[src/rtl/xirq_pkg.sv]
package xirq_pkg;
   typedef enum logic [1:0] {
      SEL_FALL0 = 2'b00,
      SEL_RISE  = 2'b01,
      SEL_FALL1 = 2'b10,
      SEL_BOTH  = 2'b11
   } edge_sel_e;

   typedef struct packed {
      edge_sel_e sel;
      logic      en;
   } chan_cfg_t;

   localparam int unsigned CFG_EN_BIT  = 0;
   localparam int unsigned CFG_SEL_LSB = 2;

   function automatic logic edge_qualifies(edge_sel_e sel, logic rise, logic fall);
      case (sel)
         SEL_RISE: return rise;
         SEL_BOTH: return rise | fall;
         default:  return fall;
      endcase
   endfunction
endpackage

[src/rtl/xirq_sync_edge.sv]
module xirq_sync_edge #(
   parameter int unsigned STAGES = 2
) (
   input  logic clk,
   input  logic rst_n,
   input  logic pin_i,
   output logic rise_o,
   output logic fall_o
);
   initial begin
      if (STAGES < 2) $error("xirq_sync_edge: STAGES must be at least 2");
   end

   logic [STAGES-1:0] sync_q;
   logic              prev_q;

   always_ff @(posedge clk) begin
      if (!rst_n) begin
         sync_q <= '0;
         prev_q <= 1'b0;
      end else begin
         sync_q <= {sync_q[STAGES-2:0], pin_i};
         prev_q <= sync_q[STAGES-1];
      end
   end

   assign rise_o = sync_q[STAGES-1] & ~prev_q;
   assign fall_o = ~sync_q[STAGES-1] & prev_q;
endmodule

[src/rtl/xirq_channel.sv]
module xirq_channel
   import xirq_pkg::*;
#(
   parameter int unsigned CNT_W   = 16,
   parameter bit          HAS_CNT = 1'b1,
   parameter int unsigned STAGES  = 2
) (
   input  logic             clk,
   input  logic             rst_n,
   input  logic             pin_i,
   input  chan_cfg_t        cfg_i,
   output logic             irq_o,
   output logic [CNT_W-1:0] cnt_o
);
   logic rise, fall, hit;

   xirq_sync_edge #(.STAGES(STAGES)) u_edge (
      .clk   (clk),
      .rst_n (rst_n),
      .pin_i (pin_i),
      .rise_o(rise),
      .fall_o(fall)
   );

   assign hit = cfg_i.en & edge_qualifies(cfg_i.sel, rise, fall);

   always_ff @(posedge clk) begin
      if (!rst_n) irq_o <= 1'b0;
      else        irq_o <= hit;
   end

   generate
      if (HAS_CNT) begin : g_cnt
         logic [CNT_W-1:0] cnt_q;
         always_ff @(posedge clk) begin
            if (!rst_n)        cnt_q <= '0;
            else if (hit)      cnt_q <= '0;
            else if (cfg_i.en) cnt_q <= cnt_q + 1'b1;
         end
         assign cnt_o = cnt_q;
      end else begin : g_nocnt
         assign cnt_o = '0;
      end
   endgenerate
endmodule

[src/rtl/xirq_regfile.sv]
module xirq_regfile
   import xirq_pkg::*;
#(
   parameter int unsigned N_CH   = 5,
   parameter int unsigned N_CNT  = 3,
   parameter int unsigned DATA_W = 16,
   parameter int unsigned ADDR_W = 4,
   parameter int unsigned CNT_W  = 16,
   parameter int unsigned CNT_BASE = 8
) (
   input  logic                         clk,
   input  logic                         rst_n,
   input  logic [ADDR_W-1:0]            addr_i,
   input  logic                         wr_i,
   input  logic                         rd_i,
   input  logic [DATA_W-1:0]            wdata_i,
   input  logic [N_CNT-1:0][CNT_W-1:0]  cnt_i,
   output chan_cfg_t [N_CH-1:0]         cfg_o,
   output logic [DATA_W-1:0]            rdata_o
);
   initial begin
      if (N_CNT > N_CH) $error("xirq_regfile: N_CNT exceeds N_CH");
      if (N_CH > CNT_BASE) $error("xirq_regfile: config window overlaps timers");
      if (CNT_BASE + N_CNT > (1 << ADDR_W)) $error("xirq_regfile: address too narrow");
      if (CNT_W > DATA_W) $error("xirq_regfile: CNT_W exceeds DATA_W");
   end

   chan_cfg_t [N_CH-1:0] cfg_q;

   for (genvar k = 0; k < N_CH; k++) begin : g_cfg
      always_ff @(posedge clk) begin
         if (!rst_n) begin
            cfg_q[k] <= '{sel: SEL_FALL0, en: 1'b0};
         end else if (wr_i && addr_i == ADDR_W'(k)) begin
            cfg_q[k].en  <= wdata_i[CFG_EN_BIT];
            cfg_q[k].sel <= edge_sel_e'(wdata_i[CFG_SEL_LSB +: 2]);
         end
      end
   end
   assign cfg_o = cfg_q;

   logic [DATA_W-1:0] rmux;
   always_comb begin
      rmux = '0;
      for (int k = 0; k < N_CH; k++) begin
         if (addr_i == ADDR_W'(k)) begin
            rmux[CFG_EN_BIT]          = cfg_q[k].en;
            rmux[CFG_SEL_LSB +: 2]    = cfg_q[k].sel;
         end
      end
      for (int k = 0; k < N_CNT; k++) begin
         if (addr_i == ADDR_W'(CNT_BASE + k)) rmux = DATA_W'(cnt_i[k]);
      end
   end

   always_ff @(posedge clk) begin
      if (!rst_n)    rdata_o <= '0;
      else if (rd_i) rdata_o <= rmux;
   end
endmodule

[src/rtl/xirq_edge_timer.sv]
module xirq_edge_timer
   import xirq_pkg::*;
#(
   parameter int unsigned N_CH     = 5,
   parameter int unsigned N_CNT    = 3,
   parameter int unsigned DATA_W   = 16,
   parameter int unsigned ADDR_W   = 4,
   parameter int unsigned CNT_W    = 16,
   parameter int unsigned CNT_BASE = 8,
   parameter int unsigned STAGES   = 2
) (
   input  logic              clk,
   input  logic              rst_n,
   input  logic [N_CH-1:0]   pin_i,
   input  logic [ADDR_W-1:0] bus_addr_i,
   input  logic              bus_wr_i,
   input  logic              bus_rd_i,
   input  logic [DATA_W-1:0] bus_wdata_i,
   output logic [DATA_W-1:0] bus_rdata_o,
   output logic [N_CH-1:0]   irq_o
);
   chan_cfg_t [N_CH-1:0]         cfg;
   logic [N_CH-1:0][CNT_W-1:0]   cnt_all;
   logic [N_CNT-1:0][CNT_W-1:0]  cnt;

   for (genvar k = 0; k < N_CH; k++) begin : g_ch
      xirq_channel #(
         .CNT_W  (CNT_W),
         .HAS_CNT(k < N_CNT),
         .STAGES (STAGES)
      ) u_ch (
         .clk  (clk),
         .rst_n(rst_n),
         .pin_i(pin_i[k]),
         .cfg_i(cfg[k]),
         .irq_o(irq_o[k]),
         .cnt_o(cnt_all[k])
      );
   end

   for (genvar k = 0; k < N_CNT; k++) begin : g_cm
      assign cnt[k] = cnt_all[k];
   end

   xirq_regfile #(
      .N_CH(N_CH), .N_CNT(N_CNT), .DATA_W(DATA_W), .ADDR_W(ADDR_W),
      .CNT_W(CNT_W), .CNT_BASE(CNT_BASE)
   ) u_regs (
      .clk    (clk),
      .rst_n  (rst_n),
      .addr_i (bus_addr_i),
      .wr_i   (bus_wr_i),
      .rd_i   (bus_rd_i),
      .wdata_i(bus_wdata_i),
      .cnt_i  (cnt),
      .cfg_o  (cfg),
      .rdata_o(bus_rdata_o)
   );
endmodule

[config.mk]
export PLATFORM = sky130hd
export DESIGN_NAME = xirq_edge_timer
export DESIGN_NICKNAME = d
export VERILOG_FILES = /design/src/rtl/xirq_pkg.sv /design/src/rtl/xirq_sync_edge.sv /design/src/rtl/xirq_channel.sv /design/src/rtl/xirq_regfile.sv /design/src/rtl/xirq_edge_timer.sv
export SDC_FILE = /design/constraint.sdc
export NUM_CORES = 1
export LEC_CHECK = 0
export ABC_AREA = 1
export BUFFER_PORTS_ARGS = -buffer_cell sky130_fd_sc_hd__buf_2
export CORE_MARGIN = 2
export CORE_UTILIZATION = 66
export CTS_BUF_LIST = sky130_fd_sc_hd__clkbuf_8
export CTS_CLUSTER_SIZE = 40
export DETAILED_ROUTE_END_ITERATION = 16
export GPL_TIMING_DRIVEN = 1
export HOLD_SLACK_MARGIN = 0.06
export MAX_ROUTING_LAYER = met4
export PLACE_DENSITY = 0.95
export SETUP_SLACK_MARGIN = 0.2
export SKIP_LAST_GASP = 1
export SLEW_MARGIN = 20
export SYNTH_ARGS = -nofsm -noshare
export SYNTH_HDL_FRONTEND = slang
export SYNTH_HIERARCHICAL = 1
export SYNTH_SLANG_ARGS = --single-unit
[constraint.sdc]
create_clock -name clk -period 3.35 [get_ports clk]
set_input_delay 0.335 -clock clk [delete_from_list [all_inputs] [get_ports clk]]
set_output_delay 0.335 -clock clk [all_outputs]
set_load 0.02 [all_outputs]
==> results of run 1 <==
==> layout by cell type (no fill, tap or decap), types with 4 or more instances in the layout <==
master,count
a21oi_1,39
a41oi_2,10
buf_2,36
clkbuf_8,11
dfxtp_1,99
inv_1,103
inv_2,6
nand2_1,186
nand2_2,16
nand3_1,56
nand4_1,4
nor2_1,77
nor2_2,21
nor2_4,11
nor3_1,6
o21ai_0,31
xor2_1,9
==> state kept, by name (all words and copies together), names as in the netlist <==
name and count:
g_ch.u_ch/cnt_o 48, u_regs/rdata_o 16, u_regs/cfg_o 15, g_ch.u_ch/u_edge/sync_q 10, g_ch.u_ch/irq_o 5, g_ch.u_ch/u_edge/prev_q 5
==> cell type report <==
type,instances,share of cell area [%]
Tap cell,99,2.31
Inverter,109,7.64
Timing Repair Buffer,36,3.36
Clock inverter,4,0.934
Multi-Input combinational cell,481,45.9
Clock buffer,11,2.83
Sequential cell,99,37.0
==> path summary, 6_finish.rpt <==
check                                  endpoint  slack [ns]  cells after the start
setup reg to reg         g_ch[0].u_ch/cnt_o[12]        1.93                      5
setup / recovery                u_regs/cfg_o[3]        1.73                      6
hold / removal    g_ch[2].u_ch/u_edge/sync_q[0]        0.14                      3
hold reg to reg   g_ch[2].u_ch/u_edge/sync_q[1]        0.42                      2
==> metrics by stage <==
| step | instances | setup WS [ns] | power (W) | utilization [%] |
|---|---|---|---|---|
| final | 839 | 1.73 | 0.00213 | 73.9 |
| after global routing | 839 | 1.64 | 0.00221 | 73.9 |
| after CTS | 839 | 1.81 | 0.00213 | 73.9 |
| after detailed placement | 824 | 1.56 | 0.00137 | 71.1 |
| after global placement | 824 | 1.62 | 0.00136 | 71.1 |
| after floorplan | 701 | 2.17 | 0.00132 | - |
==> report_power, final <==
group	switching, W	internal [W]	total [W]
logic	0.0000941	0.0000392	0.000133
clock network	0.000404	0.000381	0.000785
registers	0.0000149	0.00120	0.00121
total	0.000513	0.00162	0.00213
==> worst min-delay path, stage by stage <==
cell and delay (ns):
buf_2 0.07, nand2_1 0.04, inv_1 0.04
==> routing by layer <==
metal / track usage (%) / share of wire, % / vias to the layer above
met5: - / 0 / -
met1: 33.7 / 42 / 2070
li1: - / - / 2271
met3: 6.76 / 6.6 / 35
met2: 50.2 / 50 / 172
met4: 10.4 / 2.1 / 0
==> results.py, run 1 <==
metrics = {
    "run_status": {
        "status": "completed",
    },
    "setup_path": {
        "crit_chain": "buf_2 -> inv_2 -> nor2_2 -> nand3_1 -> o21ai_0 -> a21oi_1",
        "cp_num_buf_inv": 2,
        "r2r_start": "u_regs/cfg_o[0]",
        "slowest_delay_ns": 0.55,
        "crit_start": "bus_addr_i[0]",
        "critPathArrivalTime_ns": 1.87,
        "start_kind": "primary input",
        "end_kind": "flip-flop",
        "critPathKind": "in2reg",
        "cp_max_fo": 20,
        "crit_family": "simple AND/OR/NAND/NOR gates",
        "cpMaxStageDelayCell": "nor2_2",
        "required_ns": 3.60,
    },
    "clock_network": {
        "cts_resized": 0,
        "clk_latency_ns": 0.37,
        "htree_levels": 3,
        "postCtsHoldBufs": 0,
        "cts.clk_slew.worst_paths_ns": 0.09,
        "clock_sinks": 99,
        "cts-root-buf": "clkbuf_8",
        "cts_tree": "built",
        "cts_buffer_depth": 2,
        "cts_buffers": 9,
        "postCtsSetupBuffers": 0,
    },
    "grt": {
        "grt_pass1_wl_um": 19200,
        "grt_pass1_vias": 4405,
        "globalRouteOverflowTotal": 0,
        "grtUsageTotal_pct": 29.3,
        "grt_antenna_before_repair": 0,
        "grt_max_degree": 50,
    },
    "synthesis": {
        "yosysWarnings": 6,
        "syn-cell-area_sq_mm": 0.00492,
        "syn_nets": 733,
        "avgSynthCellArea_sq_um": 7.02,
        "synth_cells": 701,
    },
    "place": {
        "hpwl_um": 8010,
        "port_buffers": 36,
        "place_area_sq_mm": 0.00516,
        "place_congestion": 0.895,
    },
    "timing": {
        "clock_skew_ns": 0.0151,
        "rsz0062_at_grt": "no",
        "slew_headroom_pct": 47.1,
        "slew_violations": 0,
        "tns_ns": 0,
        "worst_pin_slew_ns": 0.793,
        "period_minus_slack_ns": 1.62,
        "whs_ns": 0.144,
        "timing.final.crit_share_pct": 48.3,
        "fmax_ghz": 0.618,
        "finalHoldViolCount": 0,
        "setup_viol": 0,
    },
    "worst_hold_path": {
        "hp-class": "in2reg",
        "hp-start": "pin_i[2]",
    },
    "routing": {
        "drt_iter0_drc": 423,
        "finalWirelength_um": 11100,
        "wl_per_cell_um": 13.2,
        "ant_nets": 0,
        "vias_per_cell": 5.42,
        "vias": 4548,
        "drc": 0,
        "drtPass1Iterations": 5,
    },
    "job": {
        "maxCapViolCount": 0,
    },
    "finish": {
        "drive_gt1_share_pct": 16.8,
        "synthToLayoutAreaGrowth_pct": 8.85,
        "regArea_sq_mm": 0.00198,
        "antenna_cells": 0,
        "multi_input_area_sq_mm": 0.00246,
        "final_cell_area_sq_mm": 0.00536,
        "nFillCells": 534,
        "nNetsFinal": 768,
    },
    "pwr": {
        "p_per_area_mw_per_mm2": 397,
        "ir_worst_vdd_mv": 0.203,
        "leakagePower_nw": 2.25,
    },
    "die": {
        "die-area_sq_mm": 0.00816,
        "fp.dieH_um": 90.4,
        "die_w_um": 90.4,
        "start_util_pct": 67.9,
        "rows": 31,
        "core_area_sq_mm": 0.00725,
        "io_pins": 50,
    },
}
Power figures use the tool's default switching activity.
==> run 2, diff against run 1 <==
CORE_UTILIZATION = 56   (was 66)
PLACE_DENSITY = 0.87   (was 0.95)
clock period = 1.4 ns   (was 3.35 ns; I/O delays follow)
==> results.py, run 2 (same netlist as run 1, synthesis figures left out) <==
metrics = {
    "setup_path": {
        "start_kind": "flip-flop",
        "cp_num_buf_inv": 1,
        "end_kind": "flip-flop",
        "crit_path_frequent_cell": "nand2_4",
        "critPathArrivalTime_ns": 1.57,
        "crit_family": "simple AND/OR/NAND/NOR gates",
        "slowest_delay_ns": 0.39,
        "cpMaxStageDelayCell": "dfxtp_4",
        "crit_chain": "buf_6 -> nand2_4 -> nor2_4 -> nand2_4 -> nor2_2 -> nand3_1 -> nand2_1 -> nor2_1",
        "required_ns": 1.67,
        "critPathKind": "reg2reg",
        "cp_max_fo": 4,
    },
    "routing": {
        "wl_per_cell_um": 14.5,
        "finalWirelength_um": 12800,
        "vias": 4784,
        "drtPass1Iterations": 6,
        "drc": 0,
        "vias_per_cell": 5.43,
        "ant_nets": 0,
        "drt_iter0_drc": 346,
    },
    "grt": {
        "grtUsageTotal_pct": 24.9,
        "grt_antenna_before_repair": 0,
        "grt_pass1_vias": 4238,
        "grt_pass1_wl_um": 18900,
        "grt_max_degree": 28,
        "globalRouteOverflowTotal": 0,
    },
    "finish": {
        "final_cell_mix": "173 x nand2_1, 99 x inv_1, 72 x nor2_1",
        "nNetsFinal": 800,
        "layout_commonest_cell": "nand2_1",
        "synthToLayoutAreaGrowth_pct": 20.8,
        "largest_reg_flops": 48,
        "antenna_cells": 0,
        "drive_gt1_share_pct": 28.2,
    },
    "clock_network": {
        "cts_buffers": 9,
        "cts_tree": "built",
        "clk_latency_ns": 0.38,
        "cts-root-buf": "clkbuf_8",
        "cts_buffer_depth": 2,
        "htree_levels": 3,
        "clock_sinks": 99,
        "cts.clk_slew.worst_paths_ns": 0.10,
    },
    "worst_hold_path": {
        "hp-class": "in2reg",
    },
    "die": {
        "die-area_sq_mm": 0.00956,
        "io_pins": 50,
        "core_area_sq_mm": 0.00864,
        "die_w_um": 97.8,
        "start_util_pct": 57.0,
        "fp.dieH_um": 97.8,
        "rows": 34,
    },
    "pwr": {
        "finalPower_w": 0.00522,
        "p_per_area_mw_per_mm2": 878,
        "ir_worst_vdd_mv": 0.501,
        "leakagePower_nw": 2.61,
    },
    "timing": {
        "finalHoldViolCount": 0,
        "setup_viol": 0,
        "slew_violations": 0,
        "slew_headroom_pct": 65.7,
        "fmax_ghz": 0.772,
        "period_minus_slack_ns": 1.30,
        "clock_skew_ns": 0.0142,
        "tns_ns": 0,
        "timing.final.crit_share_pct": 92.5,
        "worst_pin_slew_ns": 0.514,
        "rsz0062_at_grt": "yes",
    },
    "run_status": {
        "status": "completed",
    },
    "place": {
        "port_buffers": 36,
        "place_congestion": 0.855,
        "hpwl_um": 8360,
    },
    "job": {
        "maxCapViolCount": 0,
    },
}
## run 2: power by group
part,switching [W],internal [W]
registers,0.0000363,0.00284
logic,0.000254,0.000150
clock network,0.00105,0.000893
## run 2: per-stage QoR
stage / setup WS [ns] / hold WS [ns] / util, % / area [sq um] / cells
after detailed placement: 0.0951 / 0.322 / 61.8 / 5330 / 850
final: 0.105 / 0.0904 / 68.9 / 5950 / 881
after global routing: 0.0559 / 0.0951 / 68.9 / 5950 / 881
after global placement: 0.147 / 0.319 / 61.8 / 5330 / 850
after CTS: 0.190 / 0.0883 / 65.4 / 5640 / 872
after floorplan: 0.293 / 0.233 / - / 4920 / 701
## run 2: area by class of cell
type,count,area [sq um]
Fill cell,658,2690
Multi-Input combinational cell,481,2660
Sequential cell,99,2060
Timing Repair Buffer,68,475
Inverter,109,412
Clock buffer,10,138
Tap cell,108,135
Clock inverter,6,72.6
## run 2: worst paths after layout
kind                                               startpoint                             to  slack [ns]  cells after the start
worst min-delay path                           bus_wdata_i[0]               u_regs/cfg_o[12]        0.09                      3
worst max-delay path                    g_ch[2].u_ch/cnt_o[2]         g_ch[2].u_ch/cnt_o[12]        0.10                      8
worst min register to register  g_ch[0].u_ch/u_edge/sync_q[0]  g_ch[0].u_ch/u_edge/sync_q[1]        0.42                      2
worst max register to register          g_ch[2].u_ch/cnt_o[2]         g_ch[2].u_ch/cnt_o[12]        0.10                      8
## run 2: what timing repair did
item	in CTS	in global routing
pin swaps	0	18
setup buffers	1	9
endpoints found under the setup margin	31	44
gates resized for setup	26	80
hold buffers	5	0
hold endpoints to repair	5	0
## run 2: per-layer routing
metal  wire (um)  track usage [%]  up-vias
met4         408             6.52        0
met5           0                -        -
met2        6380             42.8      200
met3         823             4.29       56
met1        5140             30.4     2198
li1            -                -     2330
## run 2: worst reg2reg max path, cell delays in order, from the launching register on
cell and delay, ns:
dfxtp_4 0.39, buf_6 0.11, nand2_4 0.05, nor2_4 0.12, nand2_4 0.08, nor2_2 0.15, nand3_1 0.15, nand2_1 0.10
nor2_1 0.04
